**config.mk**
```make
export PLATFORM = sky130hd
export DESIGN_NAME = spi_desc_seq
export DESIGN_NICKNAME = d
export VERILOG_FILES = /design/src/rtl/seq_pkg.sv /design/src/rtl/seq_vsync_edge.sv /design/src/rtl/seq_regs.sv /design/src/rtl/seq_ctrl.sv /design/src/rtl/spi_desc_seq.sv
export SDC_FILE = /design/constraint.sdc
export NUM_CORES = 1
export LEC_CHECK = 0
export BUFFER_PORTS_ARGS = -buffer_cell sky130_fd_sc_hd__buf_2
export CAP_MARGIN = 20
export CORE_MARGIN = 2
export CORE_UTILIZATION = 45
export DETAILED_ROUTE_END_ITERATION = 10
export PLACE_DENSITY = 0.69
export SKIP_CTS_REPAIR_TIMING = 1
export SLEW_MARGIN = 20
export SYNTH_ARGS = -nofsm -noshare
export SYNTH_HDL_FRONTEND = slang
export SYNTH_SLANG_ARGS = --single-unit
```
**constraint.sdc**
```tcl
create_clock -name clk -period 6.3 [get_ports clk]
set_clock_uncertainty 0.2 [all_clocks]
set_input_delay 0 -clock clk [delete_from_list [all_inputs] [get_ports clk]]
set_output_delay 0 -clock clk [all_outputs]
set_load 0.05 [all_outputs]
```
**src/rtl/seq_pkg.sv**
```systemverilog
package seq_pkg;

    // Control states of the descriptor walker
    typedef enum logic [1:0] {
        S_IDLE   = 2'd0,
        S_FETCH  = 2'd1,
        S_LAUNCH = 2'd2,
        S_RUN    = 2'd3
    } seq_state_t;

    // Descriptor geometry
    localparam int DESC_WORDS = 6;
    localparam int DESC_BYTES = DESC_WORDS * 4;
    localparam int IDX_W      = $clog2(DESC_WORDS);

    // Register word indices (byte offset / 4)
    localparam logic [3:0] REG_SEM     = 4'd0;
    localparam logic [3:0] REG_CFG     = 4'd1;
    localparam logic [3:0] REG_LIST_LO = 4'd8;
    localparam logic [3:0] REG_LIST_HI = 4'd9;
    localparam logic [3:0] REG_CUR_LO  = 4'd10;
    localparam logic [3:0] REG_CUR_HI  = 4'd11;
    localparam logic [3:0] REG_STS     = 4'd12;
    localparam logic [3:0] REG_ENA     = 4'd13;

    // Field positions
    localparam int GO_BIT        = 31;
    localparam int EOC_BIT       = 30;
    localparam int CFG_RISE_BIT  = 6;
    localparam int CFG_FALL_BIT  = 7;

    // Status layout
    localparam int STS_W          = 12;
    localparam int FAULT_W        = 8;
    localparam int ST_DESC_ERR    = 8;
    localparam int ST_READY       = 9;
    localparam int ST_DESC_DONE   = 10;
    localparam int ST_CHAIN_DONE  = 11;

endpackage

```
**src/rtl/seq_vsync_edge.sv**
```systemverilog
module seq_vsync_edge #(
    parameter int SYNC_STAGES = 2
) (
    input  logic clk,
    input  logic rst_n,
    input  logic vsync_in,
    output logic rise,
    output logic fall
);
    // sync[0..SYNC_STAGES-1] resynchronise, extra stage keeps the previous value
    logic [SYNC_STAGES:0] sync_q;

    genvar g;
    generate
        for (g = 0; g <= SYNC_STAGES; g++) begin : g_stage
            if (g == 0) begin : g_first
                always_ff @(posedge clk or negedge rst_n) begin
                    if (!rst_n) sync_q[g] <= 1'b0;
                    else        sync_q[g] <= vsync_in;
                end
            end else begin : g_next
                always_ff @(posedge clk or negedge rst_n) begin
                    if (!rst_n) sync_q[g] <= 1'b0;
                    else        sync_q[g] <= sync_q[g-1];
                end
            end
        end
    endgenerate

    assign rise = sync_q[SYNC_STAGES-1] & ~sync_q[SYNC_STAGES];
    assign fall = ~sync_q[SYNC_STAGES-1] & sync_q[SYNC_STAGES];

endmodule

```
**src/rtl/seq_regs.sv**
```systemverilog
module seq_regs
    import seq_pkg::*;
#(
    parameter int ADDR_W = 63
) (
    input  logic              clk,
    input  logic              rst_n,
    input  logic              reg_we,
    input  logic [5:0]        reg_addr,
    input  logic [31:0]       reg_wdata,
    output logic [31:0]       reg_rdata,
    input  logic [STS_W-1:0]  sts_set,
    input  logic [ADDR_W-1:0] cur_addr,
    output logic [ADDR_W-1:0] list_base,
    output logic              go_req,
    output logic              abort_req,
    output logic              trig_rise_en,
    output logic              trig_fall_en,
    output logic              irq
);
    localparam int HI_W = ADDR_W - 32;

    logic             sem_free;
    logic [31:0]      cfg_q;
    logic [31:0]      lo_q;
    logic [HI_W-1:0]  hi_q;
    logic [STS_W-1:0] sts_q;
    logic [STS_W-1:0] ena_q;
    logic [STS_W-1:0] sts_clr;
    logic [3:0]       widx;
    logic             wr_ok;

    assign widx  = reg_addr[5:2];
    assign wr_ok = reg_we && (reg_addr[1:0] == 2'b00);

    always_ff @(posedge clk or negedge rst_n) begin
        if (!rst_n) begin
            sem_free <= 1'b1;
            cfg_q    <= '0;
            lo_q     <= '0;
            hi_q     <= '0;
            ena_q    <= '0;
        end else if (wr_ok) begin
            case (widx)
                REG_SEM:     sem_free <= reg_wdata[0];
                REG_CFG:     cfg_q    <= reg_wdata;
                REG_LIST_LO: lo_q     <= reg_wdata;
                REG_LIST_HI: hi_q     <= reg_wdata[HI_W-1:0];
                REG_ENA:     ena_q    <= reg_wdata[STS_W-1:0];
                default:     ;
            endcase
        end
    end

    // write-one-to-clear; a set in the same cycle wins
    assign sts_clr = (wr_ok && widx == REG_STS) ? reg_wdata[STS_W-1:0] : '0;

    always_ff @(posedge clk or negedge rst_n) begin
        if (!rst_n) sts_q <= '0;
        else        sts_q <= (sts_q & ~sts_clr) | sts_set;
    end

    assign go_req       = wr_ok && (widx == REG_LIST_HI) && reg_wdata[GO_BIT];
    assign abort_req    = wr_ok && (widx == REG_LIST_HI) && (reg_wdata == 32'd0);
    assign list_base    = {hi_q, lo_q};
    assign trig_rise_en = cfg_q[CFG_RISE_BIT];
    assign trig_fall_en = cfg_q[CFG_FALL_BIT];
    assign irq          = |(sts_q & ena_q);

    always_comb begin
        case (widx)
            REG_SEM:     reg_rdata = {31'd0, sem_free};
            REG_CFG:     reg_rdata = cfg_q;
            REG_LIST_LO: reg_rdata = lo_q;
            REG_LIST_HI: reg_rdata = 32'(hi_q);
            REG_CUR_LO:  reg_rdata = cur_addr[31:0];
            REG_CUR_HI:  reg_rdata = 32'(cur_addr[ADDR_W-1:32]);
            REG_STS:     reg_rdata = 32'(sts_q);
            REG_ENA:     reg_rdata = 32'(ena_q);
            default:     reg_rdata = 32'd0;
        endcase
    end

    // clearing write with no simultaneous set leaves those bits at zero
    p_w1c_r9: assert property (@(posedge clk) disable iff (!rst_n)
        (wr_ok && widx == REG_STS && sts_set == '0)
            |=> ((sts_q & $past(reg_wdata[STS_W-1:0])) == '0));

    // ownership flag follows the last write to it
    p_sem_r12: assert property (@(posedge clk) disable iff (!rst_n)
        (wr_ok && widx == REG_SEM) |=> (sem_free == $past(reg_wdata[0])));

    // interrupt only with some pending status
    p_irq_r10: assert property (@(posedge clk) disable iff (!rst_n)
        irq |-> (sts_q != '0));

endmodule

```
**src/rtl/seq_ctrl.sv**
```systemverilog
module seq_ctrl
    import seq_pkg::*;
#(
    parameter int ADDR_W = 63
) (
    input  logic               clk,
    input  logic               rst_n,
    input  logic               go_req,
    input  logic               abort_req,
    input  logic [ADDR_W-1:0]  base_in,
    input  logic               trig_rise_en,
    input  logic               trig_fall_en,
    input  logic               vs_rise,
    input  logic               vs_fall,
    output logic               mem_req,
    output logic [ADDR_W-1:0]  mem_addr,
    input  logic               mem_rsp_valid,
    input  logic               mem_rsp_err,
    input  logic [31:0]        mem_rsp_data,
    output logic               eng_start,
    output logic [31:0]        eng_cmd,
    output logic [31:0]        eng_bus,
    output logic [63:0]        eng_tx_addr,
    output logic [63:0]        eng_rx_addr,
    input  logic               eng_done,
    input  logic [FAULT_W-1:0] eng_fault,
    output logic [STS_W-1:0]   sts_set,
    output logic [ADDR_W-1:0]  cur_addr
);
    localparam logic [IDX_W-1:0] LAST_IDX = IDX_W'(DESC_WORDS - 1);

    seq_state_t        state, state_nx;
    logic [ADDR_W-1:0] cur_base;
    logic [IDX_W-1:0]  idx;
    logic [31:0]       desc_q [DESC_WORDS];
    logic              armed;
    logic              fire;
    logic              accept;
    logic              eoc;
    logic              clean_done;

    assign fire = armed && (state == S_IDLE) &&
                  ((!trig_rise_en && !trig_fall_en) ||
                   (trig_rise_en && vs_rise) ||
                   (trig_fall_en && vs_fall));
    assign accept     = (state == S_FETCH) && mem_rsp_valid && !abort_req;
    assign eoc        = desc_q[0][EOC_BIT];
    assign clean_done = (state == S_RUN) && eng_done && !abort_req &&
                        (eng_fault == '0);

    // state register
    always_ff @(posedge clk or negedge rst_n) begin
        if (!rst_n) state <= S_IDLE;
        else        state <= state_nx;
    end

    // next-state logic
    always_comb begin
        state_nx = state;
        unique case (state)
            S_IDLE:   if (fire) state_nx = S_FETCH;
            S_FETCH: begin
                if (abort_req)            state_nx = S_IDLE;
                else if (mem_rsp_valid) begin
                    if (mem_rsp_err)          state_nx = S_IDLE;
                    else if (idx == LAST_IDX) state_nx = S_LAUNCH;
                end
            end
            S_LAUNCH: state_nx = abort_req ? S_IDLE : S_RUN;
            S_RUN: begin
                if (abort_req)                      state_nx = S_IDLE;
                else if (eng_done) begin
                    if (eng_fault != '0 || eoc)     state_nx = S_IDLE;
                    else                            state_nx = S_FETCH;
                end
            end
            default:  state_nx = S_IDLE;
        endcase
    end

    // outputs and status events
    always_comb begin
        mem_req   = 1'b0;
        eng_start = 1'b0;
        sts_set   = '0;
        unique case (state)
            S_IDLE:   ;
            S_FETCH: begin
                mem_req = 1'b1;
                if (accept && mem_rsp_err) begin
                    sts_set[ST_DESC_ERR] = 1'b1;
                    sts_set[ST_READY]    = 1'b1;
                end
            end
            S_LAUNCH: eng_start = 1'b1;
            S_RUN: begin
                if (eng_done && !abort_req) begin
                    sts_set[FAULT_W-1:0] = eng_fault;
                    if (eng_fault == '0) begin
                        sts_set[ST_DESC_DONE] = 1'b1;
                        if (eoc) begin
                            sts_set[ST_CHAIN_DONE] = 1'b1;
                            sts_set[ST_READY]      = 1'b1;
                        end
                    end else begin
                        sts_set[ST_READY] = 1'b1;
                    end
                end
            end
            default:  ;
        endcase
        if (abort_req && state != S_IDLE) sts_set[ST_READY] = 1'b1;
    end

    // datapath
    always_ff @(posedge clk or negedge rst_n) begin
        if (!rst_n) begin
            cur_base <= '0;
            idx      <= '0;
            armed    <= 1'b0;
            for (int i = 0; i < DESC_WORDS; i++) desc_q[i] <= '0;
        end else begin
            if (abort_req || fire)                armed <= 1'b0;
            else if (go_req && state == S_IDLE)   armed <= 1'b1;

            if (fire) begin
                cur_base <= base_in;
                idx      <= '0;
            end else if (accept && !mem_rsp_err) begin
                desc_q[idx] <= mem_rsp_data;
                idx         <= (idx == LAST_IDX) ? '0 : idx + 1'b1;
            end else if (clean_done && !eoc) begin
                cur_base <= cur_base + ADDR_W'(DESC_BYTES);
                idx      <= '0;
            end
        end
    end

    assign mem_addr    = cur_base + ADDR_W'({idx, 2'b00});
    assign cur_addr    = cur_base;
    assign eng_cmd     = desc_q[0];
    assign eng_bus     = desc_q[1];
    assign eng_tx_addr = {desc_q[3], desc_q[2]};
    assign eng_rx_addr = {desc_q[5], desc_q[4]};

    // start strobe lasts one cycle
    p_start_pulse_r3: assert property (@(posedge clk) disable iff (!rst_n)
        eng_start |=> !eng_start);

    // pending read keeps request and address
    p_req_hold_r3: assert property (@(posedge clk) disable iff (!rst_n)
        (mem_req && !mem_rsp_valid && !abort_req) |=> (mem_req && $stable(mem_addr)));

    // fetch error ends the chain without dispatch
    p_memerr_halt_r7: assert property (@(posedge clk) disable iff (!rst_n)
        (mem_req && mem_rsp_valid && mem_rsp_err && !abort_req) |=> (!mem_req && !eng_start));

    // abort returns to idle
    p_abort_idle_r6: assert property (@(posedge clk) disable iff (!rst_n)
        (abort_req && state != S_IDLE) |=> (state == S_IDLE && !mem_req));

    // end-of-chain descriptor stops the walker
    p_eoc_stop_r4: assert property (@(posedge clk) disable iff (!rst_n)
        (clean_done && eoc) |=> (state == S_IDLE));

    // next descriptor fetched 24 bytes further
    p_advance_r5: assert property (@(posedge clk) disable iff (!rst_n)
        (clean_done && !eoc) |=> (mem_req && mem_addr == $past(cur_base) + ADDR_W'(DESC_BYTES)));

    // engine fault halts
    p_fault_halt_r8: assert property (@(posedge clk) disable iff (!rst_n)
        (state == S_RUN && eng_done && !abort_req && eng_fault != '0) |=> (state == S_IDLE));

    // armed start on rising-only trigger waits without an edge
    p_trig_wait_r11: assert property (@(posedge clk) disable iff (!rst_n)
        (state == S_IDLE && trig_rise_en && !trig_fall_en && !vs_rise) |=> !mem_req);

    // current address captured from list base on start
    p_cur_load_r13: assert property (@(posedge clk) disable iff (!rst_n)
        fire |=> (cur_addr == $past(base_in)));

endmodule

```
**src/rtl/spi_desc_seq.sv**
```systemverilog
module spi_desc_seq
    import seq_pkg::*;
#(
    parameter int ADDR_W      = 63,
    parameter int SYNC_STAGES = 2
) (
    input  logic               clk,
    input  logic               rst_n,
    input  logic               reg_we,
    input  logic [5:0]         reg_addr,
    input  logic [31:0]        reg_wdata,
    output logic [31:0]        reg_rdata,
    output logic               mem_req,
    output logic [ADDR_W-1:0]  mem_addr,
    input  logic               mem_rsp_valid,
    input  logic               mem_rsp_err,
    input  logic [31:0]        mem_rsp_data,
    output logic               eng_start,
    output logic [31:0]        eng_cmd,
    output logic [31:0]        eng_bus,
    output logic [63:0]        eng_tx_addr,
    output logic [63:0]        eng_rx_addr,
    input  logic               eng_done,
    input  logic [7:0]         eng_fault,
    input  logic               vsync,
    output logic               irq
);
    logic [STS_W-1:0]  sts_set;
    logic [ADDR_W-1:0] cur_addr;
    logic [ADDR_W-1:0] list_base;
    logic              go_req;
    logic              abort_req;
    logic              trig_rise_en;
    logic              trig_fall_en;
    logic              vs_rise;
    logic              vs_fall;

    seq_regs #(.ADDR_W(ADDR_W)) u_regs (
        .clk          (clk),
        .rst_n        (rst_n),
        .reg_we       (reg_we),
        .reg_addr     (reg_addr),
        .reg_wdata    (reg_wdata),
        .reg_rdata    (reg_rdata),
        .sts_set      (sts_set),
        .cur_addr     (cur_addr),
        .list_base    (list_base),
        .go_req       (go_req),
        .abort_req    (abort_req),
        .trig_rise_en (trig_rise_en),
        .trig_fall_en (trig_fall_en),
        .irq          (irq)
    );

    seq_vsync_edge #(.SYNC_STAGES(SYNC_STAGES)) u_vsync (
        .clk      (clk),
        .rst_n    (rst_n),
        .vsync_in (vsync),
        .rise     (vs_rise),
        .fall     (vs_fall)
    );

    seq_ctrl #(.ADDR_W(ADDR_W)) u_ctrl (
        .clk           (clk),
        .rst_n         (rst_n),
        .go_req        (go_req),
        .abort_req     (abort_req),
        .base_in       (list_base),
        .trig_rise_en  (trig_rise_en),
        .trig_fall_en  (trig_fall_en),
        .vs_rise       (vs_rise),
        .vs_fall       (vs_fall),
        .mem_req       (mem_req),
        .mem_addr      (mem_addr),
        .mem_rsp_valid (mem_rsp_valid),
        .mem_rsp_err   (mem_rsp_err),
        .mem_rsp_data  (mem_rsp_data),
        .eng_start     (eng_start),
        .eng_cmd       (eng_cmd),
        .eng_bus       (eng_bus),
        .eng_tx_addr   (eng_tx_addr),
        .eng_rx_addr   (eng_rx_addr),
        .eng_done      (eng_done),
        .eng_fault     (eng_fault),
        .sts_set       (sts_set),
        .cur_addr      (cur_addr)
    );

endmodule

```
* Word level (Yosys, flattened, before mapping)
Cells that the tools add are included.
** Cells by class
- Add/subtract/negate cells :: 3
- $lt $le $gt $ge :: 2
- Eq/ne operators :: 16
- Muxes and demuxes :: 37
- Bitwise logic cells :: 10
- Reductions and logical operators :: 50
** Operators by type and width (count)
- $pmux 32 s8 :: 1
- $bwmux 192 :: 1
- $mux 63 :: 3
- $demux 32 s3 :: 1
- $add 63x5->63 :: 1
- $add 63x5->63 const B :: 1
- $logic_not 32->1 :: 1
- $mux 32 :: 1
- $and 12x12->12 :: 2
- $eq 4x4->1 const B :: 6
- $logic_and 1x1->1 :: 22
- $mux 2 :: 11
- $mux 8 :: 2
- $mux 3 :: 5
- $reduce_and 2->1 :: 7
- $mux 12 :: 1
- $not 12->12 :: 1
- $or 12x12->12 :: 1
- $reduce_or 12->1 :: 1
- $mux 1 :: 9
- $logic_not 8->1 :: 1
- $pmux 2 s4 :: 1
- $reduce_bool 8->1 :: 1
- $ne 3x2->1 const B :: 2
- other kinds (20) :: 35
** Storage, ports and cells
- Flip-flop bits (word level) :: 384
- Input bits :: 85
- Output and inout bits :: 290

* Logic depth before layout (Yosys ltp)
- Depth after elaboration :: 11
- Depth in mapped cells :: 9
- Gate-level depth less buffers :: 7

* Modules after synthesis
Synthesis repeated with hierarchy kept, for this count alone.
** Unflattened totals
- Cell total of the unflattened synthesis :: 1565
- Area total of the unflattened synthesis :: 18276.3 µm²
** By module, submodules not included
- seq_ctrl :: instances 1, cells each 1112, area an instance 12493.2 µm², seq. area each 6531.3 µm²
- seq_regs :: instances 1, cells each 448, area an instance 5693.0 µm², seq. area each 3004.1 µm²
- seq_vsync_edge :: instances 1, cells each 5, area an instance 90.1 µm², seq. area each 75.1 µm²

* Worst setup path before layout
No wires, ideal clock.
- Path kind :: reg-to-reg
- Start :: register u_ctrl.state[0]
- End :: register u_ctrl.desc_q (netlist bit u_ctrl.eng_bus[10])
- Library setup time :: 125 ps
- Arrival :: 2845 ps
- Required time :: 5975 ps
- Slack :: 3130 ps
- Stages on the path, launching flop included :: 7
- Path buffers :: 1
- Clock period less this slack :: 3170 ps
- Cell sequence :: dfrtp_1 -> nor2b_1 -> and3b_1 -> o31ai_2 -> nor4b_2 -> clkbuf_1 -> mux2_2
** On the way
- Cells in the longest elaborated chain, start to end :: 5
- Elaborated cells between the ends (all ways) :: 9
- Those cells by class :: 1 x eq/ne; 1 x bitwise; 7 x reduce/logical
** Ends and longest elaborated chain
- start: declaration :: RTL line seq_ctrl.sv:32 : seq_state_t state, state_nx;
- start signal: assignment :: RTL line seq_ctrl.sv:54 : else state <= state_nx;
- $eq 2x1->1 / $logic_not 2->1 (equally long branches) :: RTL line seq_ctrl.sv:46, seq_ctrl.sv:42
- $logic_and 1x1->1 (on tied branches) (2 in series) :: RTL line seq_ctrl.sv:46, seq_ctrl.sv:42
- $logic_and 1x1->1 / $not 1->1 (equally long branches)
- $reduce_and 2->1 (no line) *
- end signal: indexed assignment :: RTL line seq_ctrl.sv:130 : desc_q[idx] <= mem_rsp_data;
- end: declaration :: RTL line seq_ctrl.sv:35 : logic [31:0] desc_q [DESC_WORDS];
Mark *: on every way between the ends. The rest lies on a longest branch, timed or not.
A chain may end at the register's enable or synchronous reset.

* Worst setup path in the final report
- Start :: input reg_wdata[19]
- End :: register u_ctrl.desc_q (netlist bit u_ctrl.eng_cmd[3])
** On the way
- Cells in the longest elaborated chain, start to end :: 6
** Ends and longest elaborated chain
- start: declaration :: RTL line spi_desc_seq.sv:11 : input logic [31:0] reg_wdata,
- $logic_not 32->1 :: RTL line seq_regs.sv:64 : assign abort_req = wr_ok && (widx == REG_LIST_HI) && (reg_wdata == 32'd0);
- $logic_and 1x1->1 :: RTL line seq_regs.sv:64
- $logic_not 1->1 :: RTL line seq_ctrl.sv:46 : assign accept = (state == S_FETCH) && mem_rsp_valid && !abort_req;
- $logic_and 1x1->1 :: RTL line seq_ctrl.sv:46
- $logic_and 1x1->1 :: RTL line seq_ctrl.sv:129 : end else if (accept && !mem_rsp_err) begin
- $reduce_and 2->1 (no line)
Every way passes these cells.

==> impl_metrics.json <==
{
  "postRouteWirelength_mm": 64.1,
  "mostFrequentLayoutCells": "dfrtp_1, buf_2, mux2_2",
  "clk_path_buf_depth": 3,
  "p_clk_frac": 0.246,
  "area_delta_synth_final_pct": 25.1,
  "crit_type": "primary input to flip-flop",
  "grt.total_usage": 0.296,
  "leakage_nw": 11.2,
  "fin_tns_setup_ps": 0,
  "synth_edf_count": 0,
  "place_ws_ps": 2350,
  "diodes": 0,
  "synth_area_leaders": "dfrtp_1, mux2_2, nand2_1",
  "core_sq_mm": 0.0406,
  "seq_area_frac_synth": 0.523,
  "vias_per_cell": 6.07,
  "htree_levels": 2,
  "ir_drop_mv": 0.296,
  "dieArea_sq_mm": 0.0425,
  "clk_pin_slew_ps": 50,
  "first_pass_iters": 7,
  "netlist.area_leader.share": 0.521,
  "fin_ws_ps": 2350,
  "worstPathCellList": "dlygate4sd3_1 > buf_2 > nor4_1 > nand4_1 > o31ai_2 > or4_2 > mux2_2",
  "critPathMaxFanout": 32,
  "place_area_sq_mm": 0.0207,
  "drive_gt1_frac": 0.361,
  "port_buffers": 374,
  "final-hold-violation-count": 0,
  "hold_path_class": "primary input to flip-flop",
  "ios": 375,
  "cp_num_cells": 7,
  "syn_inst": 1657,
  "powerDensity_mw_per_mm2": 432,
  "p_int_mw": 5.44,
  "finalMaxSlewViolations": 0,
  "relSlewSlack": 0.224,
  "switching_share": 0.452,
  "num_rows": 74,
  "drc": 0,
  "vias": 15921,
  "grt-ovfl-total": 0,
  "min_path_cells": 4,
  "fin_crit_sh": 0.628,
  "cts_tree": "built",
  "gp_congestion": 0.942,
  "fin_nets": 2153,
  "drv_cap": 0,
  "clock-sinks": 384,
  "cp_top_family": "simple AND/OR/NAND/NOR gates",
  "combPwrFrac": 0.377,
  "final_util": 0.567,
  "die_h_microns": 206,
  "yosysTopAreaCell": "dfrtp_1",
  "endpoint_kind": "flip-flop",
  "synthesis.area_sq_mm": 0.0184,
  "grt_pass1_wl_mm": 95.6,
  "grt_max_degree": 165,
  "layout_commonest_cell": "dfrtp_1",
  "start_util": 0.453,
  "async_flop_share": 1.00,
  "drt_iter0_markers": 1494,
  "rsz0062_at_grt": "false",
  "die_x_microns": 206,
  "cts_made_buffers": 44,
  "worst_pin_slew_ps": 1150,
  "synth_flop_cell": "dfrtp_1",
  "wl_per_cell_microns": 24.5,
  "required_ps": 6530,
  "worst_path_max_delay_cell": "o31ai_2",
  "rr_worst_depth": 7,
  "clkLatencyLatePin_ps": 560,
  "grt_pass1_vias": 15774,
  "fmax_mhz": 253,
  "synth-seq-cells": 384,
  "antenna_found_initial": 0,
  "status": "completed",
  "critPathBufInv": 2,
  "seq_power_share": 0.377,
  "antenna_left": 0,
  "max_stage_delay_ps": 890,
  "cts-root-buf": "clkbuf_16",
  "ys_warn_count": 0,
  "setup_viol": 0,
  "crit_arrival_ps": 4180,
  "postSynthAreaPerCell_sq_um": 11.1,
  "fill_cells": 3465,
  "critPathLaunchType": "primary input",
  "dp_hpwl_mm": 43.9,
  "synth_nets": 1747,
  "finalInstanceArea_sq_mm": 0.0230,
  "p_sw_mw": 4.49,
  "yosysUniqueCellTypes": 65,
  "fin_crit_ps": 3950
}
==> kinds of logic after synthesis <==
family                   after synthesis  synth area share
AND/OR/NAND/NOR                      575             0.158
flip-flops                           384             0.523
multiplexers                         269             0.165
AO/OA/AOI/OAI                        228            0.0917
buffers and inverters                136            0.0306
XOR/XNOR                              60            0.0286
adder cells (fa/ha/maj)                5           0.00381
==> cells in the mapped netlist, drive strengths merged, types with 2 or more instances <==
cell type / count
and3b: 3
nand2: 183
a22o: 12
and4: 7
mux2: 269
and3: 7
ha: 4
a31oi: 59
a222oi: 23
nand4b: 2
o31ai: 40
or4: 46
a221oi: 4
nor3: 23
nor2b: 6
dfrtp: 383
inv: 8
a21oi: 4
xor2: 38
o21bai: 3
o311ai: 3
or3: 23
nand3: 67
buf: 34
o21ai: 22
a22oi: 41
nor2: 110
xnor2: 22
nand2b: 3
clkbuf: 94
nor4: 25
and2: 8
or4b: 2
nand3b: 5
or2: 3
nand4: 49
o41ai: 4
==> metrics by stage <==
step | std cells | total power, mW | hold slack (ps)
after floorplan | 1657 | 6.31 | -496
after global routing | 2621 | 10.3 | 38.2
final | 2621 | 9.93 | 36.9
after detailed placement | 2457 | 7.43 | -206
after global placement | 2457 | 7.36 | -209
after CTS | 2529 | 9.89 | -802
==> worst paths after layout <==
kind / from / endpoint / slack, ps
hold reg to reg: u_vsync.sync_q[0] / u_vsync.sync_q[1] / 150
max in group asynchronous: rst_n / u_ctrl.eng_cmd[12] / 4590
min in group asynchronous: rst_n / u_ctrl.cur_addr[1] / 380
setup reg to reg: u_ctrl.cur_addr[3] / u_ctrl.cur_addr[45] / 2540
hold / removal: reg_wdata[25] / u_regs.hi_q[25] / 40
setup / recovery: reg_wdata[19] / u_ctrl.eng_cmd[3] / 2350
==> per-layer routing <==
metal | vias up | share of wire | GRT usage
met4 | 0 | 0.049 | 0.154
li1 | 6921 | - | -
met3 | 183 | 0.093 | 0.0711
met2 | 851 | 0.47 | 0.475
met1 | 7966 | 0.39 | 0.372
met5 | - | 0 | 0
==> flip-flops by register name (all words and copies together), names as in the netlist, 12 cells and up <==
register	flops
u_regs.lo_q	32
u_ctrl.eng_bus	32
u_regs.sts_q	12
u_ctrl.eng_rx_addr	64
u_regs.cfg_q	32
u_ctrl.cur_addr	63
u_regs.hi_q	31
u_ctrl.eng_cmd	32
u_regs.ena_q	12
u_ctrl.eng_tx_addr	64
==> cell type report <==
cell class | count | area (sq um) | area share
Clock buffer | 62 | 1270 | 0.0552
Multi-Input combinational cell | 1137 | 8310 | 0.361
Timing Repair Buffer | 488 | 3020 | 0.131
Clock inverter | 10 | 85.1 | 0.00370
Tap cell | 532 | 666 | 0.0290
Inverter | 8 | 30.0 | 0.00131
Sequential cell | 384 | 9610 | 0.418
==> power by group through the flow <==
| stage | Sequential (mW) | Combinational, mW | Clock (mW) |
|---|---|---|---|
| global route | 3.81 | 3.94 | 2.58 |
| finish | 3.75 | 3.74 | 2.44 |
| detailed placement | 3.74 | 3.68 | 0 |
| CTS | 3.71 | 3.69 | 2.48 |
| floorplan | 4.12 | 2.19 | 0 |
| global placement | 3.72 | 3.65 | 0 |
==> tightest hold or removal path, cell delays in order <==
cell	delay, ps
dlygate4sd3_1	530
buf_2	130
nand2_1	50
nand2_1	50
Note: power is estimated with default switching activity, not from simulation.
